$ cat src/rtl/pm_pkg.sv
`timescale 1ns/1ps
package pm_pkg;
    typedef enum logic [1:0] {
        PM_FULL  = 2'b00,
        PM_DOZE  = 2'b01,
        PM_NAP   = 2'b10,
        PM_SLEEP = 2'b11
    } pm_mode_e;
endpackage

$ cat src/rtl/pm_req_latch.sv
`timescale 1ns/1ps
module pm_req_latch
    import pm_pkg::*;
(
    input  logic     clk,
    input  logic     rst_n,
    input  logic     cfg_wr,
    input  pm_mode_e cfg_mode,
    input  pm_mode_e cur_mode,
    input  logic     core_qreq,
    output logic     entry_fire,
    output pm_mode_e entry_mode
);
    typedef struct packed {
        pm_mode_e req;
    } req_st_t;

    req_st_t st_d, st_q;
    logic    wants_quiesce;

    always_comb begin
        st_d          = st_q;
        wants_quiesce = (st_q.req == PM_NAP) || (st_q.req == PM_SLEEP);
        entry_fire    = (cur_mode == PM_FULL) &&
                        ((st_q.req == PM_DOZE) || (wants_quiesce && core_qreq));
        entry_mode    = st_q.req;
        if (entry_fire) begin
            st_d.req = PM_FULL;
        end
        if (cfg_wr) begin
            st_d.req = cfg_mode;
        end
    end

    always_ff @(posedge clk or negedge rst_n) begin
        if (!rst_n) begin
            st_q <= '{req: PM_FULL};
        end else begin
            st_q <= st_d;
        end
    end

    // a quiesced mode is only ever taken while the core requests it
    p_fire_needs_qreq_r4: assert property (@(posedge clk) disable iff (!rst_n)
        (entry_fire && entry_mode != PM_DOZE) |-> core_qreq);
endmodule

$ cat src/rtl/pm_wake_detect.sv
`timescale 1ns/1ps
module pm_wake_detect
    import pm_pkg::*;
#(
    parameter int unsigned IRQ_W = 2
) (
    input  logic             clk,
    input  logic             rst_n,
    input  pm_mode_e         cur_mode,
    input  logic             entry_fire,
    input  pm_mode_e         entry_mode,
    input  logic             nmi,
    input  logic [IRQ_W-1:0] irq,
    input  logic             bus_req,
    input  logic             busreq_wake_en,
    input  logic             mem_acc_req,
    output logic             wake
);
    typedef struct packed {
        logic pend;
    } wake_st_t;

    wake_st_t st_d, st_q;
    pm_mode_e ev_mode;
    logic     raw;
    logic     any_irq;

    always_comb begin
        st_d    = st_q;
        ev_mode = entry_fire ? entry_mode : cur_mode;
        any_irq = |irq;
        raw     = nmi || any_irq || (bus_req && busreq_wake_en) ||
                  (mem_acc_req && (ev_mode == PM_DOZE));
        if (raw && (entry_fire || cur_mode != PM_FULL)) begin
            st_d.pend = 1'b1;
        end else if (cur_mode == PM_FULL && !entry_fire) begin
            st_d.pend = 1'b0;
        end
        wake = raw || st_q.pend;
    end

    always_ff @(posedge clk or negedge rst_n) begin
        if (!rst_n) begin
            st_q <= '{pend: 1'b0};
        end else begin
            st_q <= st_d;
        end
    end

    // a held event only survives in full power for the cycle right after an exit
    p_pend_after_exit_r10: assert property (@(posedge clk) disable iff (!rst_n)
        (st_q.pend && cur_mode == PM_FULL) |-> ($past(cur_mode) != PM_FULL));
endmodule

$ cat src/rtl/pm_unit_en.sv
`timescale 1ns/1ps
module pm_unit_en
    import pm_pkg::*;
(
    input  pm_mode_e cur_mode,
    input  logic     sleep_refresh_off,
    input  logic     sleep_pll_off,
    output logic     en_addr_dec,
    output logic     en_arbiter,
    output logic     en_refresh,
    output logic     en_pll
);
    always_comb begin
        en_addr_dec = 1'b1;
        en_arbiter  = 1'b1;
        en_refresh  = 1'b1;
        en_pll      = 1'b1;
        if (cur_mode == PM_SLEEP) begin
            en_addr_dec = 1'b0;
            en_refresh  = !sleep_refresh_off;
            en_pll      = !sleep_pll_off;
        end
    end
endmodule

$ cat src/rtl/pwr_mode_ctrl.sv
`timescale 1ns/1ps
module pwr_mode_ctrl
    import pm_pkg::*;
#(
    parameter int unsigned IRQ_W = 2
) (
    input  logic             clk,
    input  logic             rst_n,
    input  logic             cfg_wr,
    input  logic [1:0]       cfg_mode,
    input  logic             cfg_busreq_wake,
    input  logic             cfg_sleep_refresh_off,
    input  logic             cfg_sleep_pll_off,
    input  logic             core_qreq,
    input  logic             bus_req,
    input  logic             nmi,
    input  logic [IRQ_W-1:0] irq,
    input  logic             mem_acc_req,
    input  logic             mem_acc_done,
    output logic             core_qack,
    output logic [1:0]       mode_status,
    output logic             mem_svc,
    output logic             en_addr_dec,
    output logic             en_arbiter,
    output logic             en_refresh,
    output logic             en_pll
);
    typedef struct packed {
        pm_mode_e mode;
        logic     qack;
        logic     leaving;
        logic     svc;
    } fsm_st_t;

    fsm_st_t  st_d, st_q;
    logic     entry_fire;
    pm_mode_e entry_mode;
    logic     wake;

    pm_req_latch i_req (
        .clk       (clk),
        .rst_n     (rst_n),
        .cfg_wr    (cfg_wr),
        .cfg_mode  (pm_mode_e'(cfg_mode)),
        .cur_mode  (st_q.mode),
        .core_qreq (core_qreq),
        .entry_fire(entry_fire),
        .entry_mode(entry_mode)
    );

    pm_wake_detect #(.IRQ_W(IRQ_W)) i_wake (
        .clk           (clk),
        .rst_n         (rst_n),
        .cur_mode      (st_q.mode),
        .entry_fire    (entry_fire),
        .entry_mode    (entry_mode),
        .nmi           (nmi),
        .irq           (irq),
        .bus_req       (bus_req),
        .busreq_wake_en(cfg_busreq_wake),
        .mem_acc_req   (mem_acc_req),
        .wake          (wake)
    );

    pm_unit_en i_en (
        .cur_mode         (st_q.mode),
        .sleep_refresh_off(cfg_sleep_refresh_off),
        .sleep_pll_off    (cfg_sleep_pll_off),
        .en_addr_dec      (en_addr_dec),
        .en_arbiter       (en_arbiter),
        .en_refresh       (en_refresh),
        .en_pll           (en_pll)
    );

    always_comb begin
        st_d = st_q;
        unique case (st_q.mode)
            PM_FULL: begin
                if (entry_fire) begin
                    st_d.mode = entry_mode;
                    st_d.qack = 1'b0;
                end
            end
            PM_DOZE: begin
                if (wake) begin
                    st_d.mode = PM_FULL;
                end
            end
            PM_NAP, PM_SLEEP: begin
                if (st_q.leaving) begin
                    st_d.mode    = PM_FULL;
                    st_d.leaving = 1'b0;
                end else if (!st_q.qack) begin
                    st_d.qack = 1'b1;
                end else if (wake) begin
                    st_d.qack    = 1'b0;
                    st_d.leaving = 1'b1;
                    st_d.svc     = 1'b0;
                end else if (st_q.mode == PM_NAP) begin
                    if (st_q.svc && mem_acc_done) begin
                        st_d.svc = 1'b0;
                    end else if (!st_q.svc && mem_acc_req) begin
                        st_d.svc = 1'b1;
                    end
                end
            end
            default: st_d = st_q;
        endcase
    end

    always_ff @(posedge clk or negedge rst_n) begin
        if (!rst_n) begin
            st_q <= '{mode: PM_FULL, qack: 1'b0, leaving: 1'b0, svc: 1'b0};
        end else begin
            st_q <= st_d;
        end
    end

    assign core_qack   = st_q.qack;
    assign mode_status = st_q.mode;
    assign mem_svc     = st_q.svc;

    // acknowledge rises only inside nap or sleep with the mode unchanged
    p_qack_rise_r5: assert property (@(posedge clk) disable iff (!rst_n)
        $rose(core_qack) |-> ($stable(mode_status) && mode_status[1]));

    // a falling acknowledge is followed by full power
    p_qack_fall_r5: assert property (@(posedge clk) disable iff (!rst_n)
        $fell(core_qack) |=> (mode_status == 2'b00));

    // leaving full power for nap or sleep needs the core's request
    p_entry_rule_r4: assert property (@(posedge clk) disable iff (!rst_n)
        ($past(mode_status) == 2'b00 && mode_status != 2'b00) |->
            (mode_status == 2'b01 || $past(core_qreq)));

    // servicing keeps the core quiesced in nap
    p_svc_qack_r8: assert property (@(posedge clk) disable iff (!rst_n)
        mem_svc |-> (core_qack && mode_status == 2'b10));

    // doze never acknowledges a quiesce
    p_doze_noqack_r3: assert property (@(posedge clk) disable iff (!rst_n)
        (mode_status == 2'b01) |-> !core_qack);
endmodule

$ cat config.mk
export PLATFORM = sky130hd
export DESIGN_NAME = pwr_mode_ctrl
export DESIGN_NICKNAME = d
export VERILOG_FILES = /design/src/rtl/pm_pkg.sv /design/src/rtl/pm_req_latch.sv /design/src/rtl/pm_wake_detect.sv /design/src/rtl/pm_unit_en.sv /design/src/rtl/pwr_mode_ctrl.sv
export SDC_FILE = /design/constraint.sdc
export NUM_CORES = 1
export LEC_CHECK = 0
export BUFFER_PORTS_ARGS = -buffer_cell sky130_fd_sc_hd__buf_2
export CORE_AREA = 4 4 41 43
export CTS_CLUSTER_DIAMETER = 100
export DETAILED_ROUTE_END_ITERATION = 7
export DIE_AREA = 0 0 45 47
export PLACE_DENSITY = 0.67
export SYNTH_ARGS = -nofsm -noshare
export SYNTH_HDL_FRONTEND = slang
export SYNTH_HIERARCHICAL = 1
export SYNTH_SLANG_ARGS = --single-unit
$ cat constraint.sdc
create_clock -name clk -period 2.2 [get_ports clk]
set_clock_uncertainty 0.15 [all_clocks]
set_input_delay 0.11 -clock clk [delete_from_list [all_inputs] [get_ports clk]]
set_output_delay 0.11 -clock clk [all_outputs]
set_load 0.01 [all_outputs]
==> results.json <==
{
  "dp.cells": 86,
  "yosysSeqAreaShare_pct": 42.67,
  "grt_max_degree": 15,
  "drc": 0,
  "fin_area_sq_um": 679.4,
  "rr_worst_depth": 6,
  "p_per_area_nw_per_um2": 871.2,
  "dpl-instance-area_sq_um": 585.6,
  "syn_to_final_growth_pct": 44.80,
  "routed_wirelength_um": 1061,
  "synthDistinctLibCells": 24,
  "grt_pass1_vias": 404,
  "grt_pass1_wl_um": 1656,
  "cp-end-kind": "register",
  "max_freq_mhz": 498.7,
  "overflow": 0,
  "tritoncts": "done",
  "holdCritPathClass": "in2async",
  "dr.pass1.iters": 3,
  "start_kind": "register",
  "place_congestion": 0.7054,
  "drtAntennaViolNets": 0,
  "setup.worst_path.start": "i_req/entry_mode[1]",
  "final.period_utilization_pct": 91.15,
  "gr-usage-met3_pct": 5.747,
  "cts_buffer_depth": 2,
  "dieArea_sq_um": 2115,
  "grt-busiest-layer": "met2",
  "setup_tns_ns": 0,
  "maxSlewViolCount": 0,
  "ir_drop_mv": 0.3876,
  "path_clk_slew_ns": 0.06,
  "synthCells": 51,
  "arrival_ns": 1.99,
  "drive_gt1_share_pct": 40.00,
  "r2r_end": "i_wake/st_q",
  "crit_type": "reg2reg",
  "ys_ff_latch": 8,
  "mostFrequentLayoutCells": "buf_2, nand2_1, dfrtp_1, dlygate4sd3_1, nor2b_1",
  "final_common_cell": "buf_2",
  "place.port_buffers": 21,
  "finalNetCount": 97,
  "core_area_sq_um": 1301,
  "final_hold_viol_count": 0,
  "avgSynthCellArea_sq_um": 9.200,
  "antenna_found_initial": 0,
  "post_cts_buffers": 0,
  "drtIter0Drc": 6,
  "status": "finished clean",
  "yosysTopAreaCellShare_pct": 42.67,
  "die_y_um": 47,
  "synthesis.nets": 66,
  "avgRoutedWirePerCell_um": 11.17,
  "timing.rr.start": "i_req/entry_mode[1]",
  "htree_num_levels": 1,
  "setup_viol": 0,
  "required_ns": 2.19,
  "netlist_area_sq_um": 469.2,
  "power.static_leakage_uw": 0.0003345,
  "clkLatencyLatePin_ns": 0.26,
  "boundaryPins": 23,
  "die_w_um": 45,
  "num_rows": 13,
  "grt_util_all_layers_pct": 10.92,
  "total_power_uw": 591.9,
  "synth_area_leaders": "dfrtp_1, nand2_1, nor2b_1, buf_4, mux2i_1",
  "r2r_slack_ns": 0.19,
  "maxCapViolations": 0,
  "numCtsBuffers": 3,
  "grtUsageMet1_pct": 13.29,
  "via_per_inst": 4.768,
  "yosys.area.top_type": "dfrtp_1",
  "final_cells": 95,
  "cts_root_buf": "clkbuf_4",
  "antenna_cells": 0,
  "gr-usage-met2_pct": 17.51,
  "clock-sinks": 8,
  "yosysWarnings": 6,
  "grt_setup_unrepaired": "false",
  "initial_core_util_pct": 36.06,
  "via_count": 453,
  "final.min_clock_period_ns": 2.005,
  "cp_max_fo": 5
}
[logic make-up (layout without fill, tap and decap cells)]
| group | count (synthesis) | in the layout | synth area share, % |
|---|---|---|---|
| AND/OR/NAND/NOR | 22 | 22 | 26.67 |
| AO/OA/AOI/OAI | 13 | 13 | 19.20 |
| flip-flops | 8 | 8 | 42.67 |
| buffers and inverters | 5 | 34 | 6.400 |
| multiplexers | 2 | 2 | 4.267 |
| other | 1 | 1 | 0.7992 |
[registers in the layout, indices dropped and copies added (netlist names)]
register,cells
core_qack,1
i_req/entry_mode,2
mem_svc,1
st_q,1
mode_status,2
i_wake/st_q,1
[worst max-delay path by stage]
stage	cells past startpoint	end	slack, ns
after CTS	6	i_wake/st_q	0.16
final	6	i_wake/st_q	0.19
after detailed placement	8	mem_svc	0.20
after global placement	8	mem_svc	0.19
after global routing	6	i_wake/st_q	0.04
after floorplan	7	mem_svc	0.30
[area by class of cell]
cell class	instances	area, sq um
Fill cell	139	621.8
Timing Repair Buffer	29	180.2
Sequential cell	8	200.2
Tap cell	15	18.77
Multi-Input combinational cell	38	250.2
Clock buffer	3	22.52
Inverter	2	7.507
[per-layer routing]
layer	part of all wire (%)	vias to the layer above	wire length (um)
met4	0	0	0
li1	-	236	-
met2	48	17	514
met5	0	-	0
met1	43	200	455
met3	8.6	0	91
[cells in the mapped netlist (all sizes together)]
cell type,instances
o22ai,1
o221a,1
a21bo,1
and3b,2
nand2,8
o21ai,5
o31ai,2
inv,2
nor3b,1
nor3,2
a21oi,3
conb,1
dfrtp,8
nor2b,4
mux2i,2
and2b,1
buf,3
or4,1
nand3,2
nor4b,1
[worst max-delay path, cell delays in order (launching register included)]
cell and delay (ns):
dfrtp_1 0.41, mux2i_1 0.24, nor3_2 0.08, and3b_1 0.16
o21ai_0 0.20, a21oi_1 0.09, dlygate4sd3_1 0.56
[what timing repair did]
| item | in CTS | in global routing |
|---|---|---|
| hold buffers | 6 | 0 |
| resized for setup | 0 | 2 |
| endpoints found under the hold margin | 11 | 0 |
| setup endpoints to repair | 0 | 2 |
[where the power goes]
group / total (uW) / internal [uW] / switching [uW]
logic: 256 / 131 / 125
clock network: 113 / 62.5 / 50.2
registers: 224 / 192 / 31.2
[metrics by stage]
stage | utilization [%] | hold slack [ns] | worst slack, ns
after floorplan | - | -0.3356 | 0.3015
after global placement | 45.00 | -0.1856 | 0.1899
after detailed placement | 45.00 | -0.1815 | 0.1959
after CTS | 51.35 | 0.06974 | 0.1563
after global routing | 52.21 | 0.08495 | 0.03929
final | 52.21 | 0.07860 | 0.1946
No activity file was read; power rests on OpenSTA's default activity.
